File: src/rtl/adcf_pkg.sv
`timescale 1ns/1ps
package adcf_pkg;
    typedef enum logic [1:0] {
        STEP_HOLD = 2'd0,
        STEP_DOWN = 2'd1,
        STEP_UP   = 2'd2,
        STEP_LOAD = 2'd3
    } cnt_step_e;
endpackage

File: src/rtl/adcf_mem.sv
`timescale 1ns/1ps
module adcf_mem #(
    parameter int DEPTH  = 64,
    parameter int WORD_W = 17,
    localparam int PTR_W = $clog2(DEPTH)
) (
    input  logic              clk,
    input  logic              we,
    input  logic [PTR_W-1:0]  waddr,
    input  logic [WORD_W-1:0] wdata,
    input  logic [PTR_W-1:0]  raddr,
    output logic [WORD_W-1:0] rdata
);
    logic [WORD_W-1:0] mem_q [DEPTH];

    always_ff @(posedge clk) begin
        if (we) mem_q[waddr] <= wdata;
    end

    assign rdata = mem_q[raddr];
endmodule

File: src/rtl/adcf_ctrl.sv
`timescale 1ns/1ps
module adcf_ctrl #(
    parameter int DEPTH  = 64,
    localparam int PTR_W = $clog2(DEPTH),
    localparam int LVL_W = $clog2(DEPTH + 1)
) (
    input  logic                     clk,
    input  logic                     rst_n,
    input  logic                     res_vld,
    input  logic                     rd_en,
    input  logic                     cfg_we,
    input  logic                     cfg_dma_en,
    input  logic                     cfg_chid_en,
    input  logic                     cfg_ovr_clr,
    output logic                     store_acc,
    output logic                     rd_fire,
    output logic [PTR_W-1:0]         wr_ptr,
    output logic [PTR_W-1:0]         rd_ptr,
    output logic [LVL_W-1:0]         level,
    output logic                     ovf,
    output logic                     dma_en,
    output logic                     chid_en,
    output adcf_pkg::cnt_step_e      step
);
    typedef struct packed {
        logic [PTR_W-1:0] wr_ptr;
        logic [PTR_W-1:0] rd_ptr;
        logic [LVL_W-1:0] level;
        logic             ovf;
        logic             dma_en;
        logic             chid_en;
    } ctrl_s;

    ctrl_s q, d;
    logic  full;

    function automatic logic [PTR_W-1:0] ptr_inc(input logic [PTR_W-1:0] p);
        return (p == PTR_W'(DEPTH - 1)) ? '0 : p + PTR_W'(1);
    endfunction

    always_comb begin
        d         = q;
        full      = (q.level == LVL_W'(DEPTH));
        rd_fire   = rd_en && (q.level != '0);
        store_acc = res_vld && !q.ovf && !full;
        if (store_acc) d.wr_ptr = ptr_inc(q.wr_ptr);
        if (rd_fire)   d.rd_ptr = ptr_inc(q.rd_ptr);
        case ({store_acc, rd_fire})
            2'b10:   d.level = q.level + LVL_W'(1);
            2'b01:   d.level = q.level - LVL_W'(1);
            default: d.level = q.level;
        endcase
        if (cfg_we && cfg_ovr_clr)  d.ovf = 1'b0;
        else if (res_vld && full)   d.ovf = 1'b1;
        if (cfg_we) begin
            d.dma_en  = cfg_dma_en;
            d.chid_en = cfg_chid_en;
        end
        if (cfg_we)                      step = adcf_pkg::STEP_LOAD;
        else if (store_acc && !rd_fire)  step = adcf_pkg::STEP_DOWN;
        else if (rd_fire && !store_acc)  step = adcf_pkg::STEP_UP;
        else                             step = adcf_pkg::STEP_HOLD;
    end

    always_ff @(posedge clk) begin
        if (!rst_n) q <= '0;
        else        q <= d;
    end

    assign wr_ptr  = q.wr_ptr;
    assign rd_ptr  = q.rd_ptr;
    assign level   = q.level;
    assign ovf     = q.ovf;
    assign dma_en  = q.dma_en;
    assign chid_en = q.chid_en;
endmodule

File: src/rtl/adcf_blkcnt.sv
`timescale 1ns/1ps
module adcf_blkcnt #(
    parameter int CNT_W = 8
) (
    input  logic                clk,
    input  logic                rst_n,
    input  adcf_pkg::cnt_step_e step,
    input  logic [CNT_W-1:0]    load_val,
    input  logic                dma_en,
    output logic [CNT_W-1:0]    count,
    output logic                dma_req
);
    localparam logic [CNT_W-1:0] CNT_MIN = {1'b1, {(CNT_W-1){1'b0}}};
    localparam logic [CNT_W-1:0] CNT_MAX = {1'b0, {(CNT_W-1){1'b1}}};
    localparam logic [CNT_W-1:0] CNT_ONE = CNT_W'(1);

    typedef struct packed {
        logic [CNT_W-1:0] cnt;
        logic             req;
    } blk_s;

    blk_s q, d;

    always_comb begin
        d     = q;
        d.req = 1'b0;
        case (step)
            adcf_pkg::STEP_LOAD: d.cnt = load_val;
            adcf_pkg::STEP_DOWN: begin
                if (q.cnt != CNT_MIN) d.cnt = q.cnt - CNT_ONE;
                d.req = dma_en && (q.cnt == CNT_ONE);
            end
            adcf_pkg::STEP_UP: begin
                if (q.cnt != CNT_MAX) d.cnt = q.cnt + CNT_ONE;
            end
            default: d.cnt = q.cnt;
        endcase
    end

    always_ff @(posedge clk) begin
        if (!rst_n) q <= '0;
        else        q <= d;
    end

    assign count   = q.cnt;
    assign dma_req = q.req;
endmodule

File: src/rtl/adc_result_fifo.sv
`timescale 1ns/1ps
module adc_result_fifo #(
    parameter int DEPTH  = 64,
    parameter int DATA_W = 12,
    parameter int CHID_W = 5,
    parameter int CNT_W  = 8,
    localparam int WORD_W = DATA_W + CHID_W,
    localparam int PTR_W  = $clog2(DEPTH),
    localparam int LVL_W  = $clog2(DEPTH + 1)
) (
    input  logic              clk,
    input  logic              rst_n,
    input  logic              res_vld,
    input  logic [DATA_W-1:0] res_data,
    input  logic [CHID_W-1:0] res_chid,
    input  logic              rd_en,
    output logic [WORD_W-1:0] rd_data,
    output logic              rd_empty,
    input  logic              cfg_we,
    input  logic [CNT_W-1:0]  cfg_blocks,
    input  logic              cfg_dma_en,
    input  logic              cfg_chid_en,
    input  logic              cfg_ovr_clr,
    output logic [CNT_W-1:0]  blk_count,
    output logic [LVL_W-1:0]  fill_level,
    output logic              overflow,
    output logic              dma_req
);
    logic                store_acc, rd_fire, dma_en, chid_en;
    logic [PTR_W-1:0]    wr_ptr, rd_ptr;
    logic [WORD_W-1:0]   wdata, mem_rdata;
    adcf_pkg::cnt_step_e step;

    adcf_ctrl #(.DEPTH(DEPTH)) u_ctrl (
        .clk(clk), .rst_n(rst_n), .res_vld(res_vld), .rd_en(rd_en),
        .cfg_we(cfg_we), .cfg_dma_en(cfg_dma_en), .cfg_chid_en(cfg_chid_en),
        .cfg_ovr_clr(cfg_ovr_clr), .store_acc(store_acc), .rd_fire(rd_fire),
        .wr_ptr(wr_ptr), .rd_ptr(rd_ptr), .level(fill_level), .ovf(overflow),
        .dma_en(dma_en), .chid_en(chid_en), .step(step)
    );

    assign wdata = {(chid_en ? res_chid : {CHID_W{1'b0}}), res_data};

    adcf_mem #(.DEPTH(DEPTH), .WORD_W(WORD_W)) u_mem (
        .clk(clk), .we(store_acc), .waddr(wr_ptr), .wdata(wdata),
        .raddr(rd_ptr), .rdata(mem_rdata)
    );

    adcf_blkcnt #(.CNT_W(CNT_W)) u_blk (
        .clk(clk), .rst_n(rst_n), .step(step), .load_val(cfg_blocks),
        .dma_en(dma_en), .count(blk_count), .dma_req(dma_req)
    );

    assign rd_empty = (fill_level == '0);
    assign rd_data  = rd_empty ? '0 : mem_rdata;
endmodule

File: config.mk
export PLATFORM = sky130hd
export DESIGN_NAME = adc_result_fifo
export DESIGN_NICKNAME = d
export VERILOG_FILES = /design/src/rtl/adcf_pkg.sv /design/src/rtl/adcf_mem.sv /design/src/rtl/adcf_ctrl.sv /design/src/rtl/adcf_blkcnt.sv /design/src/rtl/adc_result_fifo.sv
export SDC_FILE = /design/constraint.sdc
export NUM_CORES = 1
export LEC_CHECK = 0
export BUFFER_PORTS_ARGS = -buffer_cell sky130_fd_sc_hd__clkbuf_2
export CAP_MARGIN = 20
export CORE_MARGIN = 3
export CORE_UTILIZATION = 45
export DETAILED_ROUTE_END_ITERATION = 8
export PLACE_DENSITY = 0.65
export SLEW_MARGIN = 10
export SYNTH_ARGS = -nofsm -noshare
export SYNTH_HDL_FRONTEND = slang
export SYNTH_SLANG_ARGS = --single-unit
File: constraint.sdc
create_clock -name clk -period 4 [get_ports clk]
set_input_delay 0.2 -clock clk [delete_from_list [all_inputs] [get_ports clk]]
set_output_delay 0.2 -clock clk [all_outputs]
set_load 0.02 [all_outputs]
==> results.py <==
metrics = {
    "detailed_routing": {
        "drt_iter0_drc": 2786,
        "vias": 22300,
        "ant_nets": 0,
        "drc": 0,
        "wl_um": 106000,
        "viasPerCell": 5.98,
        "wl_per_cell_um": 28.5,
        "dr.pass1.iters": 7,
    },
    "global_routing": {
        "grt_pass1_wl_um": 155000,
        "antenna_found_initial": 3,
        "met2_usage": 0.331,
        "grt_overflow": 0,
        "grt_pass1_vias": 22200,
        "track_usage": 0.208,
        "grt_use_met3": 0.0324,
        "grt_start_max_net_pins": 83,
        "busiest_layer": "met2",
        "met1_usage": 0.301,
    },
    "yosys": {
        "synth_fa_ha_area_frac": 0.00340,
        "synth_seq_cells": 1125,
        "synth_edf_count": 1088,
        "synth_compound_area_frac": 0.0310,
        "synth_top_family_by_area": "multiplexers",
        "syn_inst": 2125,
        "seq_area_frac_synth": 0.757,
        "synth_xor_area_frac": 0.00278,
        "ys_warn_count": 0,
        "synth_ff_type": "edfxtp_1",
        "synth_cell_type_count": 61,
        "muxShareOfSynthArea": 0.161,
        "synthesis.area_um2": 44100,
        "postSynthAreaPerCell_um2": 20.8,
        "synthSimpleGateAreaFrac": 0.0304,
        "synth_async_sr_flop_share": 0,
        "syn_nets": 2170,
    },
    "clocking": {
        "clock-root-buffer": "clkbuf_16",
        "clk_pin_slew_worst_paths_ps": 60,
        "post_cts_buffers": 0,
        "cts_tree": "built",
        "worstSkewPairLatency_ps": 700,
        "cts_max_path_buffers": 3,
        "clock-sinks": 1125,
        "htreeDepth": 3,
        "cts_inserted_buffers": 109,
    },
    "worst_setup_path": {
        "crit_type": "register to primary output",
        "cp_cell_sequence": "or3_1 > o22ai_1 > nor3_1 > o21ai_0 > o21ai_0 > clkbuf_2",
        "arrival_ps": 3860,
        "path_max_fanout": 11,
        "start_kind": "register",
        "r2r_slack_ps": 480,
        "crit_slowest_cell": "dfxtp_1",
        "cp.required_ps": 3800,
        "end_kind": "primary output",
        "cp_top_family": "compound AO/OA/AOI/OAI gates",
        "cpPeakStageDelay_ps": 800,
        "path_common_cell": "o21ai_0",
        "path_buf_inv": 1,
    },
    "timing": {
        "drv_slew": 0,
        "fin_skew_ps": 25.0,
        "tightestPinTransition_ps": 1110,
        "rsz0062_at_grt": "false",
        "max_clock_freq_ghz": 0.246,
        "fin_crit_ps": 4060,
        "postLayoutSetupSlackWorst_ps": -57.5,
        "slew-limit-headroom": 0.257,
        "finalHoldViolCount": 0,
        "fin_crit_sh": 1.01,
        "final-setup-viol-count": 1,
    },
    "final_layout": {
        "areaGrowthSynthToFinish_pct": 14.7,
        "final_cell_mix": "edfxtp_1 (1088), mux4_2 (275), buf_4 (142)",
        "n_antenna_cell": 0,
        "drive_above_1_share": 0.294,
        "design_area_um2": 50600,
        "final_common_cell": "edfxtp_1",
        "final_nets": 2401,
    },
    "job": {
        "maxCapViolCount": 0,
    },
    "floorplanning": {
        "dieArea_um2": 102000,
        "core_um2": 97000,
        "rows": 114,
        "dieHeight_um": 319,
        "start_util": 0.455,
        "die_x_um": 319,
        "pin_count": 68,
    },
    "outcome": {
        "status": "complete, but fails checks",
        "failed_checks": "setup timing",
    },
    "power": {
        "power_switching_w": 0.00798,
        "p_int_w": 0.0214,
        "pwr-share-seq": 0.453,
        "clockPowerShare": 0.345,
        "p_leak_nw": 15.6,
        "p_per_area_nw_per_um2": 581,
        "max-vdd-ir-drop_mv": 0.537,
        "comb_power_share": 0.202,
        "p_sw_frac": 0.272,
    },
    "placement": {
        "gp_congestion": 0.880,
        "dp_slack_ps": 486,
        "dp_hpwl_um": 64600,
        "dpl_cell_area_um2": 46800,
        "portBuffers": 67,
    },
    "hold_path": {
        "holdCritPathClass": "input pin to register",
    },
}
-- logic make-up (layout without fill, tap and decap cells) --
| kind of cell | Yosys count | in the layout |
|---|---|---|
| adders and majority gates | 12 | 12 |
| and+or+nand+nor | 278 | 278 |
| buffers and inverters | 131 | 456 |
| muxes | 363 | 363 |
| AOI/OAI and AO/OA | 202 | 202 |
| xor gates and xnor gates | 14 | 14 |
| DFF | 1125 | 1125 |
-- per-stage QoR --
step / power, W / instances / hold slack [ps] / setup TNS [ps] / utilization
finish: 0.0294 / 3726 / 114 / -57.5 / 0.522
global route: 0.0304 / 3726 / 86.5 / 0 / 0.522
CTS: 0.0296 / 3725 / 87.3 / 0 / 0.521
detailed placement: 0.0195 / 3502 / 471 / 0 / 0.483
global placement: 0.0194 / 3502 / 455 / 0 / 0.483
floorplan: 0.0173 / 2125 / 299 / 0 / -
-- cell type report --
cell class	count	area (µm²)
Multi-Input combinational cell	869	10100
Fill cell	7527	46400
Inverter	12	46.3
Tap cell	1276	1600
Clock inverter	67	628
Sequential cell	1125	33400
Timing Repair Buffer	239	1820
Clock buffer	138	2930
-- metal layers --
layer / vias to the layer above / wire, µm / share of wire
met2: 1037 / 51300 / 0.48
met3: 183 / 8270 / 0.078
met5: - / 0 / 0
met4: 0 / 3140 / 0.030
li1: 9305 / - / -
met1: 11800 / 43600 / 0.41
-- synthesized netlist by cell type (4+ instances only) --
master	instances	share of area
buf_1	18	0.0015
o211a_1	4	0.00091
buf_4	23	0.0039
xnor2_1	12	0.0024
nor2_1	96	0.0082
or2_2	4	0.00057
a221oi_1	5	0.00099
nand3_1	27	0.0031
a211oi_1	35	0.0060
nand4_1	5	0.00071
a31oi_1	6	0.00085
buf_2	25	0.0028
o211ai_1	16	0.0027
nand2b_1	16	0.0023
dfxtp_1	37	0.017
mux2_2	27	0.0069
nor3_1	5	0.00057
and2_1	14	0.0020
nand2_1	61	0.0052
o21ai_0	55	0.0062
a21boi_0	5	0.00085
or3_1	4	0.00057
o22ai_1	12	0.0017
inv_1	10	0.00085
mux4_2	275	0.14
a221o_1	5	0.0011
edfxtp_1	1088	0.74
clkbuf_1	51	0.0043
ha_1	12	0.0034
o221ai_1	19	0.0038
nor2b_1	27	0.0038
mux2i_1	61	0.014
and3_1	4	0.00057
a21oi_1	27	0.0031
-- flip-flops by register name, summed over array words and instances (netlist names), named ones only --
register,count
u_ctrl.rd_ptr,6
u_blk.count,8
u_blk.dma_req,1
u_ctrl.level,7
u_ctrl.ovf,1
u_ctrl.chid_en,1
u_ctrl.wr_ptr,6
u_ctrl.dma_en,1
u_mem.mem_q,1088
-- worst paths after layout --
| kind | from | end | cells past startpoint |
|---|---|---|---|
| max | register | rd_data[12] | 6 |
| min | res_chid[2] | u_mem.mem_q[44][14]$_DFFE_PP_ | 2 |
| max reg2reg | u_ctrl.level[3]$_SDFFE_PN0P_ | u_blk.count[0]$_SDFFE_PN0P_ | 12 |
| min reg2reg | u_ctrl.dma_en$_SDFFE_PN0P_ | u_blk.dma_req$_SDFF_PN0_ | 2 |
-- power by group through the flow --
stage                     Sequential (W)  Combinational (W)  Clock (W)
after detailed placement          0.0136            0.00592          0
after global placement            0.0135            0.00582          0
after global routing              0.0133            0.00628     0.0108
after floorplan                   0.0135            0.00381          0
after CTS                         0.0133            0.00596     0.0103
final                             0.0133            0.00594     0.0101
-- what timing repair did --
item / 4_1_cts / 5_1_grt
hold buffers: 18 / 0
setup endpoints to repair: 4 / 2
gates resized for setup: 4 / 2
endpoints found under the hold margin: 32 / 0
Note: power is estimated with default switching activity, not from simulation.
